## src/rtl/mrs_pkg.sv

```systemverilog
package mrs_pkg;
  localparam int unsigned DATA_W   = 32;
  localparam int unsigned NARROW_W = 16;
  localparam int unsigned SHIFT_W  = $clog2(DATA_W);
  localparam int unsigned PROD_W   = 2 * DATA_W;

  typedef logic signed [DATA_W-1:0] word_t;
  typedef logic signed [PROD_W-1:0] prod_t;
  typedef logic        [SHIFT_W-1:0] shamt_t;
endpackage

```

## src/rtl/mrs_operand_fmt.sv

```systemverilog
module mrs_operand_fmt #(
  parameter int unsigned DATA_W   = 32,
  parameter int unsigned NARROW_W = 16
) (
  input  logic                     mode_wide,
  input  logic        [DATA_W-1:0] raw_a,
  input  logic        [DATA_W-1:0] raw_b,
  output logic signed [DATA_W-1:0] ext_a,
  output logic signed [DATA_W-1:0] ext_b
);
  localparam int unsigned PAD_W = DATA_W - NARROW_W;

  logic [DATA_W-1:0] nar_a;
  logic [DATA_W-1:0] nar_b;

  generate
    if (PAD_W > 0) begin : g_pad
      assign nar_a = {{PAD_W{raw_a[NARROW_W-1]}}, raw_a[NARROW_W-1:0]};
      assign nar_b = {{PAD_W{raw_b[NARROW_W-1]}}, raw_b[NARROW_W-1:0]};
    end else begin : g_nopad
      assign nar_a = raw_a;
      assign nar_b = raw_b;
    end
  endgenerate

  always_comb begin
    if (mode_wide) begin
      ext_a = raw_a;
      ext_b = raw_b;
    end else begin
      ext_a = nar_a;
      ext_b = nar_b;
    end
  end
endmodule

```

## src/rtl/mrs_mult_stage.sv

```systemverilog
module mrs_mult_stage #(
  parameter int unsigned DATA_W  = 32,
  parameter int unsigned SHIFT_W = 5
) (
  input  logic                       clk,
  input  logic                       rst_n,
  input  logic                       in_valid,
  input  logic signed [DATA_W-1:0]   ext_a,
  input  logic signed [DATA_W-1:0]   ext_b,
  input  logic        [SHIFT_W-1:0]  shamt,
  output logic                       s1_valid,
  output logic signed [2*DATA_W-1:0] s1_prod,
  output logic        [SHIFT_W-1:0]  s1_shamt
);
  localparam int unsigned PROD_W = 2 * DATA_W;

  logic signed [PROD_W-1:0] prod_d;
  logic signed [PROD_W-1:0] prod_q;
  logic [SHIFT_W-1:0]       shamt_q;
  logic                     valid_q;
  logic                     load_en;

  always_comb begin
    load_en = in_valid;
    prod_d  = PROD_W'(ext_a) * PROD_W'(ext_b);
  end

  always_ff @(posedge clk or negedge rst_n) begin
    if (!rst_n) begin
      valid_q <= 1'b0;
    end else begin
      valid_q <= in_valid;
    end
  end

  always_ff @(posedge clk or negedge rst_n) begin
    if (!rst_n) begin
      prod_q  <= '0;
      shamt_q <= '0;
    end else if (load_en) begin
      prod_q  <= prod_d;
      shamt_q <= shamt;
    end
  end

  assign s1_valid = valid_q;
  assign s1_prod  = prod_q;
  assign s1_shamt = shamt_q;
endmodule

```

## src/rtl/mrs_round_shift.sv

```systemverilog
module mrs_round_shift #(
  parameter int unsigned DATA_W  = 32,
  parameter int unsigned SHIFT_W = 5
) (
  input  logic                       clk,
  input  logic                       rst_n,
  input  logic                       s1_valid,
  input  logic signed [2*DATA_W-1:0] s1_prod,
  input  logic        [SHIFT_W-1:0]  s1_shamt,
  output logic                       s2_valid,
  output logic        [DATA_W-1:0]   s2_result
);
  localparam int unsigned PROD_W = 2 * DATA_W;

  logic signed [PROD_W-1:0] bias;
  logic signed [PROD_W-1:0] biased;
  logic signed [PROD_W-1:0] shifted;
  logic [DATA_W-1:0]        res_d;
  logic [DATA_W-1:0]        res_q;
  logic                     valid_q;

  always_comb begin
    if (s1_shamt == '0) begin
      bias = '0;
    end else begin
      bias = PROD_W'(1) << (s1_shamt - SHIFT_W'(1));
    end
    biased  = s1_prod + bias;
    shifted = biased >>> s1_shamt;
    res_d   = shifted[DATA_W-1:0];
  end

  always_ff @(posedge clk or negedge rst_n) begin
    if (!rst_n) begin
      valid_q <= 1'b0;
    end else begin
      valid_q <= s1_valid;
    end
  end

  always_ff @(posedge clk or negedge rst_n) begin
    if (!rst_n) begin
      res_q <= '0;
    end else if (s1_valid) begin
      res_q <= res_d;
    end
  end

  assign s2_valid  = valid_q;
  assign s2_result = res_q;
endmodule

```

## src/rtl/mrs_unit.sv

```systemverilog
module mrs_unit
  import mrs_pkg::*;
(
  input  logic                clk,
  input  logic                rst_n,
  input  logic                in_valid,
  input  logic                mode_wide,
  input  logic [DATA_W-1:0]   op_a,
  input  logic [DATA_W-1:0]   op_b,
  input  logic [SHIFT_W-1:0]  shamt,
  output logic                out_valid,
  output logic [DATA_W-1:0]   result
);
  logic [1:0] rst_pipe;
  logic       rst_sync_n;
  word_t      ext_a;
  word_t      ext_b;
  logic       s1_valid;
  prod_t      s1_prod;
  shamt_t     s1_shamt;

  always_ff @(posedge clk or negedge rst_n) begin
    if (!rst_n) begin
      rst_pipe <= 2'b00;
    end else begin
      rst_pipe <= {rst_pipe[0], 1'b1};
    end
  end
  assign rst_sync_n = rst_pipe[1];

  mrs_operand_fmt #(.DATA_W(DATA_W), .NARROW_W(NARROW_W)) u_fmt (
    .mode_wide (mode_wide),
    .raw_a     (op_a),
    .raw_b     (op_b),
    .ext_a     (ext_a),
    .ext_b     (ext_b)
  );

  mrs_mult_stage #(.DATA_W(DATA_W), .SHIFT_W(SHIFT_W)) u_mul (
    .clk      (clk),
    .rst_n    (rst_sync_n),
    .in_valid (in_valid),
    .ext_a    (ext_a),
    .ext_b    (ext_b),
    .shamt    (shamt),
    .s1_valid (s1_valid),
    .s1_prod  (s1_prod),
    .s1_shamt (s1_shamt)
  );

  mrs_round_shift #(.DATA_W(DATA_W), .SHIFT_W(SHIFT_W)) u_rnd (
    .clk       (clk),
    .rst_n     (rst_sync_n),
    .s1_valid  (s1_valid),
    .s1_prod   (s1_prod),
    .s1_shamt  (s1_shamt),
    .s2_valid  (out_valid),
    .s2_result (result)
  );
endmodule

```

## config.mk

```make
export PLATFORM = sky130hd
export DESIGN_NAME = mrs_unit
export DESIGN_NICKNAME = d
export VERILOG_FILES = /design/src/rtl/mrs_pkg.sv /design/src/rtl/mrs_operand_fmt.sv /design/src/rtl/mrs_mult_stage.sv /design/src/rtl/mrs_round_shift.sv /design/src/rtl/mrs_unit.sv
export SDC_FILE = /design/constraint.sdc
export NUM_CORES = 2
export LEC_CHECK = 0
export ABC_AREA = 0
export BUFFER_PORTS_ARGS = -buffer_cell sky130_fd_sc_hd__buf_4
export CAP_MARGIN = 0
export CORE_ASPECT_RATIO = 1.25
export CORE_MARGIN = 8
export CORE_UTILIZATION = 48
export DETAILED_ROUTE_END_ITERATION = 8
export SYNTH_ARGS = -nofsm -noshare
export SYNTH_HDL_FRONTEND = slang
export SYNTH_SLANG_ARGS = --single-unit
```

## constraint.sdc

```tcl
create_clock -name clk -period 4.91 [get_ports clk]
set_input_delay 0.7365 -clock clk [delete_from_list [all_inputs] [get_ports clk]]
set_output_delay 0.7365 -clock clk [all_outputs]
set_load 0.05 [all_outputs]
```

==> impl_metrics.env <==
export IMPL_crit_path_frequent_cell="fa_1"
export IMPL_globalplace_congestion=0.964
export IMPL_syn_num_nets=6578
export IMPL_cts_sinks=104
export IMPL_synth_edff_count=0
export IMPL_clk_pin_slew_ns=0.08
export IMPL_portBuffers=105
export IMPL_min_path_type="input pin to asynchronous set/reset pin"
export IMPL_crit_path_top_delay_cell="fa_2"
export IMPL_drc=0
export IMPL_setup_violations=55
export IMPL_cts_buffers_inserted=9
export IMPL_worstSetupStartpointType="input pin"
export IMPL_ant_nets=0
export IMPL_fin_crit_sh=1.63
export IMPL_ys_seq_area_frac=0.0557
export IMPL_vias_per_cell=5.41
export IMPL_tightest_slew_ns=0.887
export IMPL_die_y_um=365
export IMPL_worstPathRequired_ns=5.22
export IMPL_synthCells=5217
export IMPL_die_w_um=295
export IMPL_dp_hpwl_mm=125
export IMPL_yosysTopAreaCell="fa_1"
export IMPL_drive_gt1_frac=0.232
export IMPL_reg2reg_slack_ns=0.09
export IMPL_h_tree_depth=3
export IMPL_vias=38707
export IMPL_synth_cell_types=92
export IMPL_synth_area_leaders="fa_1 46%, inv_1 8.4%, nand2_1 5.8%, ha_1 5.7%, and2_1 5.6%"
export IMPL_grt_pass1_vias=42221
export IMPL_final_core_util=0.590
export IMPL_synth_seq_cells=104
export IMPL_reg2reg_from="u_mul.s1_shamt[3]$_DFFE_PN0P_"
export IMPL_syn_cell_area_mm2=0.0467
export IMPL_fmax_ghz=0.125
export IMPL_ios=106
export IMPL_setup_slack_ns=-3.10
export IMPL_ys_warn_count=0
export IMPL_grt_pass1_wl_mm=232
export IMPL_crit_fanout=7
export IMPL_dr_pass1_iters=6
export IMPL_cts_tree="built"
export IMPL_cts_root_buffer="clkbuf_16"
export IMPL_r2r_cells=17
export IMPL_hold_viol=0
export IMPL_end_kind="flip-flop"
export IMPL_failed_checks="negative setup slack"
export IMPL_start_util=0.482
export IMPL_placementRows=128
export IMPL_grt_max_degree=56
export IMPL_multi_input_area_mm2=0.0407
export IMPL_hold_ws_ns=0.110
export IMPL_yosysTopAreaCellShare=0.460
export IMPL_max_stage_delay_ns=0.65
export IMPL_finClkSkew_ns=0.0189
export IMPL_die_area_mm2=0.108
export IMPL_final_common_cell="inv_1"
export IMPL_fin_crit_ns=8.01
export IMPL_diodes=0
export IMPL_clk_path_buf_depth=2
export IMPL_setup_tns_ns=-128.78
export IMPL_drt_iter0_drc=2076
export IMPL_timing_rr_end="u_rnd.s2_result[26]$_DFFE_PN0P_"
export IMPL_final_cell_mix="1,033 x inv_1, 1,021 x fa_1, 774 x buf_4, 680 x nand2_1, 405 x and2_1"
export IMPL_rsz0062_at_grt="true"
export IMPL_yosys_most_used_dff="dfrtp_1"
export IMPL_grt_total_usage=0.275
export IMPL_cts_hold_buf=0
export IMPL_pre_cts_ws_ns=-3.77
export IMPL_antenna_found_initial=1
export IMPL_slew_headroom=0.406
export IMPL_insertion_delay_ns=0.39
export IMPL_syn_avg_cell_area_um2=8.95
export IMPL_n_fill_cell=8617
export IMPL_worstPathArrival_ns=8.31
export IMPL_coreArea_mm2=0.0969
export IMPL_async_reset_ff_frac=1.00
export IMPL_wl_mm=145
export IMPL_nets=7211
export IMPL_status="finished, violations left"
export IMPL_overflow=0
export IMPL_seqCellArea_mm2=0.00261
export IMPL_wl_per_cell_um=20.3
export IMPL_drv_slew=0
export IMPL_maxCapViolCount=0
export IMPL_crit_type="input pin to flip-flop"
export IMPL_area_growth_pct=22.5
-- routing by layer --
metal	part of all wire	track usage	vias up
met5	0	0	-
met1	0.36	0.312	19840
met4	0.070	0.155	0
met2	0.52	0.506	1136
li1	-	-	17313
met3	0.041	0.0253	418
-- sequential cells by signal, summed over array words and instances (netlist names) --
register / flops
u_mul.s1_valid: 1
u_mul.s1_shamt: 5
u_mul.s1_prod: 63
u_rnd.s2_valid: 1
rst_pipe: 2
u_rnd.s2_result: 32
-- cell families (layout without fill, tap and decap cells) --
logic type	Yosys count	in the layout	synth area share
adder cells (fa/ha/maj)	1288	1288	0.518
XOR/XNOR	121	121	0.0227
multiplexers	154	154	0.0445
other	2	2	0.000161
buffers and inverters	1339	1974	0.108
AO/OA/AOI/OAI	583	583	0.0861
flip-flops	104	104	0.0557
AND/OR/NAND/NOR	1626	1629	0.165
-- worst max-delay path: cells and delay by family --
family / cells / cell delay (ns)
simple gates: 2 / 0.21
compound gates: 11 / 1.83
mux: 1 / 0.36
fa+ha+maj: 9 / 4.41
buf+inv: 6 / 0.75
-- metrics by stage --
step                      instances  area (um2)
after floorplan                5217       47000
after global placement         7062       54400
after detailed placement       7062       54400
after CTS                      7099       55500
after global routing           7155       57200
final                          7155       57200
-- what timing repair did --
item / 4_1_cts / 5_1_grt
setup buffers: 19 / 53
gates cloned: 2 / 5
gates resized for setup: 144 / 271
endpoints found under the setup margin: 58 / 86
pin swaps: 59 / 160
-- layout make-up --
cell class | count | share of cell area
clock buffer | 9 | 0.00394
clock inverter | 7 | 0.00164
inverter | 1055 | 0.0694
multi-input combinational | 3777 | 0.712
sequential | 104 | 0.0456
tap | 1300 | 0.0284
timing repair buffer | 903 | 0.139
-- cell usage after synthesis (52+ instances only) --
cell      instances
inv_1          1051
nand2_1         720
ha_1            214
xnor2_1          82
a21oi_1         155
dfrtp_1         104
clkbuf_1        245
nor3_1           52
nor2_1          238
fa_1           1074
o21ai_0          81
mux2_2           70
a21o_1           57
and2_1          416
-- worst max-delay path by stage --
stage | cells past startpoint | slack, ns | end | start
floorplan | 28 | -3.29 | u_mul.s1_prod[59]$_DFFE_PN0P_ | mode_wide
global placement | 30 | -3.72 | u_mul.s1_prod[59]$_DFFE_PN0P_ | mode_wide
detailed placement | 30 | -3.77 | u_mul.s1_prod[59]$_DFFE_PN0P_ | mode_wide
CTS | 30 | -3.11 | u_mul.s1_prod[55]$_DFFE_PN0P_ | op_a[15]
global route | 29 | -3.35 | u_mul.s1_prod[59]$_DFFE_PN0P_ | mode_wide
finish | 29 | -3.10 | u_mul.s1_prod[59]$_DFFE_PN0P_ | op_a[15]
Power is left out: the tool's default activity adds up to more than one toggle a clock period on the data nets, which glitch-free logic cannot reach.
